===== config.mk =====
export PLATFORM = sky130hd
export DESIGN_NAME = dbg_trigger_unit
export DESIGN_NICKNAME = d
export VERILOG_FILES = /design/src/rtl/dtu_pkg.sv /design/src/rtl/dtu_slot.sv /design/src/rtl/dtu_ctrl.sv /design/src/rtl/dbg_trigger_unit.sv
export SDC_FILE = /design/constraint.sdc
export NUM_CORES = 1
export LEC_CHECK = 0
export CORE_MARGIN = 2
export CORE_UTILIZATION = 30
export CTS_BUF_LIST = sky130_fd_sc_hd__clkbuf_2
export DETAILED_ROUTE_END_ITERATION = 16
export GPL_TIMING_DRIVEN = 0
export PLACE_DENSITY_LB_ADDON = 0.1
export REMOVE_ABC_BUFFERS = 1
export SYNTH_ARGS = -nofsm -noshare
export SYNTH_HDL_FRONTEND = slang
export SYNTH_SLANG_ARGS = --single-unit

===== constraint.sdc =====
create_clock -name clk -period 2 [get_ports clk]
set_clock_uncertainty 0.15 [all_clocks]
set_input_delay 0.4 -clock clk [delete_from_list [all_inputs] [get_ports clk]]
set_output_delay 0.4 -clock clk [all_outputs]
set_load 0.05 [all_outputs]

===== src/rtl/dtu_pkg.sv =====
package dtu_pkg;
  // domain codes decoded by the slot comparators
  typedef enum logic [1:0] {
    DOM_PROG  = 2'd0,
    DOM_IDATA = 2'd1,
    DOM_XDATA = 2'd2,
    DOM_SFR   = 2'd3
  } dom_e;

  typedef enum logic [1:0] {
    CMD_HALT = 2'd0,
    CMD_RUN  = 2'd1,
    CMD_STEP = 2'd2,
    CMD_SKIP = 2'd3
  } cmd_e;

  typedef enum logic [1:0] {
    ST_RUN  = 2'd0,
    ST_HALT = 2'd1,
    ST_STEP = 2'd2
  } run_st_e;
endpackage


===== src/rtl/dtu_slot.sv =====
module dtu_slot
  import dtu_pkg::*;
#(
  parameter int AW  = 16,
  parameter int DW  = 8,
  parameter int IW  = 2,
  parameter int IDX = 0
) (
  input  logic          clk,
  input  logic          rst,
  input  logic          cfg_we,
  input  logic [IW-1:0] cfg_sel,
  input  logic          cfg_en,
  input  logic [1:0]    cfg_dom,
  input  logic [AW-1:0] cfg_addr,
  input  logic [DW-1:0] cfg_data,
  input  logic          cfg_dcmp,
  input  logic          cfg_rd,
  input  logic          cfg_wr,
  input  logic          snp_vld,
  input  logic [1:0]    snp_dom,
  input  logic [AW-1:0] snp_addr,
  input  logic [DW-1:0] snp_data,
  input  logic          snp_wr,
  output logic          slot_en,
  output logic          hit
);
  logic          en_q, dc_q, rd_q, wr_q;
  dom_e          dom_q;
  logic [AW-1:0] addr_q;
  logic [DW-1:0] data_q;
  logic          addr_eq, kind_ok, data_ok;

  always_ff @(posedge clk) begin
    if (rst) begin
      en_q   <= 1'b0;
      dom_q  <= DOM_PROG;
      addr_q <= '0;
      data_q <= '0;
      dc_q   <= 1'b0;
      rd_q   <= 1'b0;
      wr_q   <= 1'b0;
    end else if (cfg_we && cfg_sel == IW'(IDX)) begin
      en_q   <= cfg_en;
      dom_q  <= dom_e'(cfg_dom);
      addr_q <= cfg_addr;
      data_q <= cfg_data;
      dc_q   <= cfg_dcmp;
      rd_q   <= cfg_rd;
      wr_q   <= cfg_wr;
    end
  end

  always_comb begin
    addr_eq = snp_vld && en_q && (snp_dom == dom_q) && (snp_addr == addr_q);
    if (dom_q == DOM_PROG) begin
      // fetch breakpoint: address only
      kind_ok = 1'b1;
      data_ok = 1'b1;
    end else begin
      kind_ok = snp_wr ? wr_q : rd_q;
      data_ok = !dc_q || (snp_data == data_q);
    end
  end

  assign hit     = addr_eq && kind_ok && data_ok;
  assign slot_en = en_q;

  // a hit always belongs to the slot's own domain
  p_dom_match_r5: assert property (@(posedge clk) disable iff (rst)
    hit |-> (snp_dom == dom_q));
endmodule


===== src/rtl/dtu_ctrl.sv =====
module dtu_ctrl
  import dtu_pkg::*;
#(
  parameter int NSLOTS = 4,
  parameter int IW     = 2
) (
  input  logic              clk,
  input  logic              rst,
  input  logic              cmd_vld,
  input  logic [1:0]        cmd_op,
  input  logic              insn_done,
  input  logic              host_acc,
  input  logic [NSLOTS-1:0] hit_vec,
  output logic              cpu_halt,
  output logic              cpu_skip,
  output logic              core_run,
  output logic              dbg_acc,
  output logic              hit_valid,
  output logic [IW-1:0]     hit_slot
);
  run_st_e       st_q;
  logic          skip_q, dbg_q, hv_q;
  logic [IW-1:0] hs_q, first_idx;
  cmd_e          op;

  assign op = cmd_e'(cmd_op);

  // lowest index wins
  always_comb begin
    first_idx = '0;
    for (int i = NSLOTS - 1; i >= 0; i--) begin
      if (hit_vec[i]) first_idx = IW'(i);
    end
  end

  always_ff @(posedge clk) begin
    if (rst) begin
      st_q   <= ST_RUN;
      skip_q <= 1'b0;
      dbg_q  <= 1'b0;
      hv_q   <= 1'b0;
      hs_q   <= '0;
    end else begin
      skip_q <= 1'b0;
      dbg_q  <= host_acc;
      if (cmd_vld) begin
        case (op)
          CMD_HALT: begin
            st_q <= ST_HALT;
            hv_q <= 1'b0;
          end
          CMD_RUN:  st_q <= ST_RUN;
          CMD_STEP: if (st_q == ST_HALT) st_q <= ST_STEP;
          CMD_SKIP: if (st_q == ST_HALT) skip_q <= 1'b1;
          default:  ;
        endcase
      end else if (st_q != ST_HALT && |hit_vec) begin
        st_q <= ST_HALT;
        hv_q <= 1'b1;
        hs_q <= first_idx;
      end else if (st_q == ST_STEP && insn_done) begin
        st_q <= ST_HALT;
        hv_q <= 1'b0;
      end
    end
  end

  assign cpu_halt  = (st_q == ST_HALT);
  assign core_run  = (st_q != ST_HALT);
  assign cpu_skip  = skip_q;
  assign dbg_acc   = dbg_q;
  assign hit_valid = hv_q;
  assign hit_slot  = hs_q;

  p_halt_holds_r6: assert property (@(posedge clk) disable iff (rst)
    (st_q == ST_HALT && !cmd_vld) |=> cpu_halt);
  p_skip_halted_r8: assert property (@(posedge clk) disable iff (rst)
    cpu_skip |-> cpu_halt);
  p_step_done_r7: assert property (@(posedge clk) disable iff (rst)
    (st_q == ST_STEP && insn_done && !cmd_vld) |=> cpu_halt);
  p_hit_flag_r9: assert property (@(posedge clk) disable iff (rst)
    $rose(hit_valid) |-> cpu_halt);
endmodule


===== src/rtl/dbg_trigger_unit.sv =====
module dbg_trigger_unit
  import dtu_pkg::*;
#(
  parameter int NSLOTS = 4,
  parameter int AW     = 16,
  parameter int DW     = 8,
  localparam int IW    = $clog2(NSLOTS)
) (
  input  logic          clk,
  input  logic          rst,
  input  logic          cfg_we,
  input  logic [IW-1:0] cfg_sel,
  input  logic          cfg_en,
  input  logic [1:0]    cfg_dom,
  input  logic [AW-1:0] cfg_addr,
  input  logic [DW-1:0] cfg_data,
  input  logic          cfg_dcmp,
  input  logic          cfg_rd,
  input  logic          cfg_wr,
  input  logic          bus_vld,
  input  logic [1:0]    bus_dom,
  input  logic [AW-1:0] bus_addr,
  input  logic [DW-1:0] bus_data,
  input  logic          bus_wr,
  input  logic          host_acc,
  input  logic          cmd_vld,
  input  logic [1:0]    cmd_op,
  input  logic          insn_done,
  output logic          cpu_halt,
  output logic          cpu_skip,
  output logic          core_run,
  output logic          dbg_acc,
  output logic          hit_valid,
  output logic [IW-1:0] hit_slot,
  output logic          match_idle
);
  logic              snp_vld, snp_wr;
  logic [1:0]        snp_dom;
  logic [AW-1:0]     snp_addr;
  logic [DW-1:0]     snp_data;
  logic [NSLOTS-1:0] en_vec, hit_vec;

  assign match_idle = ~|en_vec;

  // snoop capture, frozen while no slot is enabled
  always_ff @(posedge clk) begin
    if (rst) begin
      snp_vld  <= 1'b0;
      snp_wr   <= 1'b0;
      snp_dom  <= '0;
      snp_addr <= '0;
      snp_data <= '0;
    end else begin
      snp_vld <= bus_vld && !host_acc && !match_idle;
      if (bus_vld && !match_idle) begin
        snp_wr   <= bus_wr;
        snp_dom  <= bus_dom;
        snp_addr <= bus_addr;
        snp_data <= bus_data;
      end
    end
  end

  for (genvar g = 0; g < NSLOTS; g++) begin : g_slot
    dtu_slot #(.AW(AW), .DW(DW), .IW(IW), .IDX(g)) u_slot (
      .clk      (clk),
      .rst      (rst),
      .cfg_we   (cfg_we),
      .cfg_sel  (cfg_sel),
      .cfg_en   (cfg_en),
      .cfg_dom  (cfg_dom),
      .cfg_addr (cfg_addr),
      .cfg_data (cfg_data),
      .cfg_dcmp (cfg_dcmp),
      .cfg_rd   (cfg_rd),
      .cfg_wr   (cfg_wr),
      .snp_vld  (snp_vld),
      .snp_dom  (snp_dom),
      .snp_addr (snp_addr),
      .snp_data (snp_data),
      .snp_wr   (snp_wr),
      .slot_en  (en_vec[g]),
      .hit      (hit_vec[g])
    );
  end

  dtu_ctrl #(.NSLOTS(NSLOTS), .IW(IW)) u_ctrl (
    .clk       (clk),
    .rst       (rst),
    .cmd_vld   (cmd_vld),
    .cmd_op    (cmd_op),
    .insn_done (insn_done),
    .host_acc  (host_acc),
    .hit_vec   (hit_vec),
    .cpu_halt  (cpu_halt),
    .cpu_skip  (cpu_skip),
    .core_run  (core_run),
    .dbg_acc   (dbg_acc),
    .hit_valid (hit_valid),
    .hit_slot  (hit_slot)
  );

  p_idle_quiet_r12: assert property (@(posedge clk) disable iff (rst)
    match_idle |=> (hit_vec == '0));
  p_host_ignored_r11: assert property (@(posedge clk) disable iff (rst)
    (bus_vld && host_acc) |=> !snp_vld);
endmodule


==> qor.yml <==
cells_and_area:
  num-nets-final: 1060
  layout_commonest_cell: "nand2_1"
  mostFrequentLayoutCells: "nand2_1 (305), a21oi_1 (149), dfxtp_1 (128)"
  num-fill-cells: 2418
  fin_area_um2: 9047
  drive_gt1_share_pct: 13.80
  area_growth_pct: 27.71
critical_path:
  criticalPathCategory: "reg -> reg"
  crit_arrival_ps: 2750
  cp-end-kind: "flop"
  r2r_cells: 6
  worstPathRequired_ps: 2500
  ff2ff_setup_slack_ps: -240
  cp_max_fo: 3
  cp-start-kind: "flop"
sta:
  hold_viol_final: 0
  finalCritPeriodShare_pct: 112.1
  tightestPinTransition_ps: 979.4
  report.final.slew_viol_count: 0
  fin_crit_ps: 2242
  worst_slack_ps: -241.7
  rsz0062_at_grt: "true"
  clock.fmax_mhz: 446.1
  finalSetupViolCount: 6
  tns_ps: -768.3
  maxSlewHeadroom_pct: 34.71
pwr:
  ir_drop_mv: 0.2419
  powerDensity_nw_per_um2: 672.8
  leakagePower_nw: 3.624
yosys:
  postSynthAreaPerCell_um2: 7.776
  synthTopCellsByArea: "dfxtp_1 (44%), nand2_1 (16%), xor2_1 (12%)"
  synthCells: 911
  synth_top_cell_by_area: "dfxtp_1"
  ys_ff_latch: 155
  synthDistinctLibCells: 42
  synth_warnings: 0
  synth_top_area_share_pct: 43.80
  synth_area_um2: 7084
  ys.flop_type: "dfxtp_1"
  synthArstFlopShare_pct: 0
  seq_area_frac_synth_pct: 43.80
  synth_edf_count: 0
status:
  status: "finished with violations"
  violations: "setup timing"
global_route:
  grt_antenna_before_repair: 1
  grt_pass1_wl_um: 35760
  grt_pass1_vias: 5847
  grt.overflow.total: 0
  grt_max_degree: 91
  grt_usage_pct: 19.47
cts:
  cts_max_level: 4
  clock-sinks: 155
  root_buffer: "clkbuf_2"
  cts_buffer_depth: 2
  clkLatencyLatePin_ps: 740
  numCtsBuffers: 17
  cts_tree: "built"
  cts.clk_slew.worst_paths_ps: 240
floorplan:
  num_rows: 56
  fp.dieW_um: 157.7
  start_util_pct: 30.36
  die_area_um2: 24860
  core_um2: 23330
  io_pins: 76
  die_y_um: 157.7
placed_design:
  hpwl_um: 15110
  io_buffer_count: 75
  gp_congestion: 0.8360
  placed_cell_area_um2: 8039
hold_path:
  worstHoldPathType: "in -> reg"
  worstHoldPathCells: 3
routing:
  routed_wl_um: 24050
  postRouteAntennaNets: 0
  routed_via_density: 4.782
  drtIter0Drc: 366
  wl_per_cell_um: 18.20
  first_pass_iters: 4
  drc: 0
  vias: 6317
job:
  drv_cap: 0
==> cell usage after synthesis, types with 2 or more instances <==
cell / instances
a211oi_1: 6
buf_4: 3
nor3_1: 9
mux2i_1: 4
a21o_1: 2
buf_6: 3
o21ai_0: 2
xnor2_1: 10
clkbuf_1: 45
inv_1: 6
dfxtp_1: 155
or3_1: 5
nor2b_1: 2
xor2_1: 95
nand2_1: 306
nor4_1: 38
nand4_1: 12
nand2b_1: 3
buf_2: 23
a21oi_1: 150
nor2_1: 4
ha_1: 5
o22a_1: 3
nand3_1: 2
==> state kept, by name, summed over array words and instances (netlist names), 2 cells and up <==
name and cells:
snp_data 8, u_ctrl.st_q 2, snp_dom 2, g_slot.u_slot.wr_q 4, u_ctrl.hit_slot 2, g_slot.u_slot.addr_q 64
g_slot.u_slot.dc_q 4, g_slot.u_slot.rd_q 4, g_slot.u_slot.slot_en 4, g_slot.u_slot.dom_q 8, snp_addr 16, g_slot.u_slot.data_q 32
==> cell families (layout without fill, tap and decap cells) <==
| group | count (synthesis) | after routing | synth area share, % |
|---|---|---|---|
| compound gates | 174 | 174 | 13.39 |
| xor+xnor | 105 | 105 | 12.98 |
| mux | 4 | 4 | 0.5652 |
| fa+ha+maj | 5 | 5 | 0.8831 |
| simple gates | 387 | 389 | 23.14 |
| buf+inv | 81 | 168 | 5.245 |
| other cells | 0 | 2 | 0 |
| flops | 155 | 155 | 43.80 |
==> metal layers <==
layer | global-route usage [%] | share of wire (%)
met2 | 28.94 | 43
met5 | 0 | 0
met1 | 29.36 | 52
met3 | 3.175 | 4.0
met4 | 4.113 | 0.64
==> path summary, 6_finish.rpt <==
| kind | start | endpoint |
|---|---|---|
| worst min register to register | g_slot[1].u_slot.dc_q | g_slot[1].u_slot.dc_q |
| worst max-delay path | snp_data[1] | u_ctrl.hit_slot[0] |
| worst min-delay path | bus_dom[1] | snp_dom[1] |
| worst max register to register | snp_data[1] | u_ctrl.hit_slot[0] |
==> power breakdown <==
group	internal (mW)	total, mW	switching [mW]	leakage (nW)
logic	0.442	1.04	0.593	2.21
registers	3.20	3.31	0.109	1.27
clock network	0.571	1.74	1.17	0.145
==> final cells by class <==
type                            count  area (um^2)  share of cell area (%)
Clock buffer                       19        95.09                   1.051
Clock inverter                     13        127.6                   1.411
Multi-Input combinational cell    677         3931                   43.45
Timing Repair Buffer              130         1313                   14.51
Sequential cell                   155         3152                   34.84
Antenna cell                        2        5.005                 0.05532
Tap cell                          319        399.1                   4.412
Inverter                            6        25.02                  0.2766
==> metrics by stage <==
| step | util [%] | total power [mW] | std cells | hold WS [ps] | setup WS [ps] |
|---|---|---|---|---|---|
| after CTS | 38.31 | 6.115 | 1318 | 27.29 | -258.5 |
| final | 38.78 | 6.087 | 1321 | 100.9 | -241.7 |
| after detailed placement | 34.45 | 4.246 | 1237 | 297.2 | -886.1 |
| after global routing | 38.78 | 6.389 | 1321 | 36.89 | -320.9 |
| after floorplan | - | 3.772 | 836 | 279.6 | -1279 |
| after global placement | 33.79 | 4.236 | 1230 | 291.9 | -4429 |
==> critical path, cell delays in order (launching register included) <==
cell and delay [ps]:
dfxtp_4 420, xor2_2 200, nor4_4 320, nand4_1 270
a211oi_2 380, o41ai_4 130, a221oi_2 300
==> timing repair <==
item,CTS,global route
gates resized for setup,113,26
pin swaps,19,10
hold endpoints to repair,75,0
setup endpoints to repair,41,14
hold buffers,28,0
cloned,1,1
setup buffers,23,1
Power figures use the tool's default switching activity.
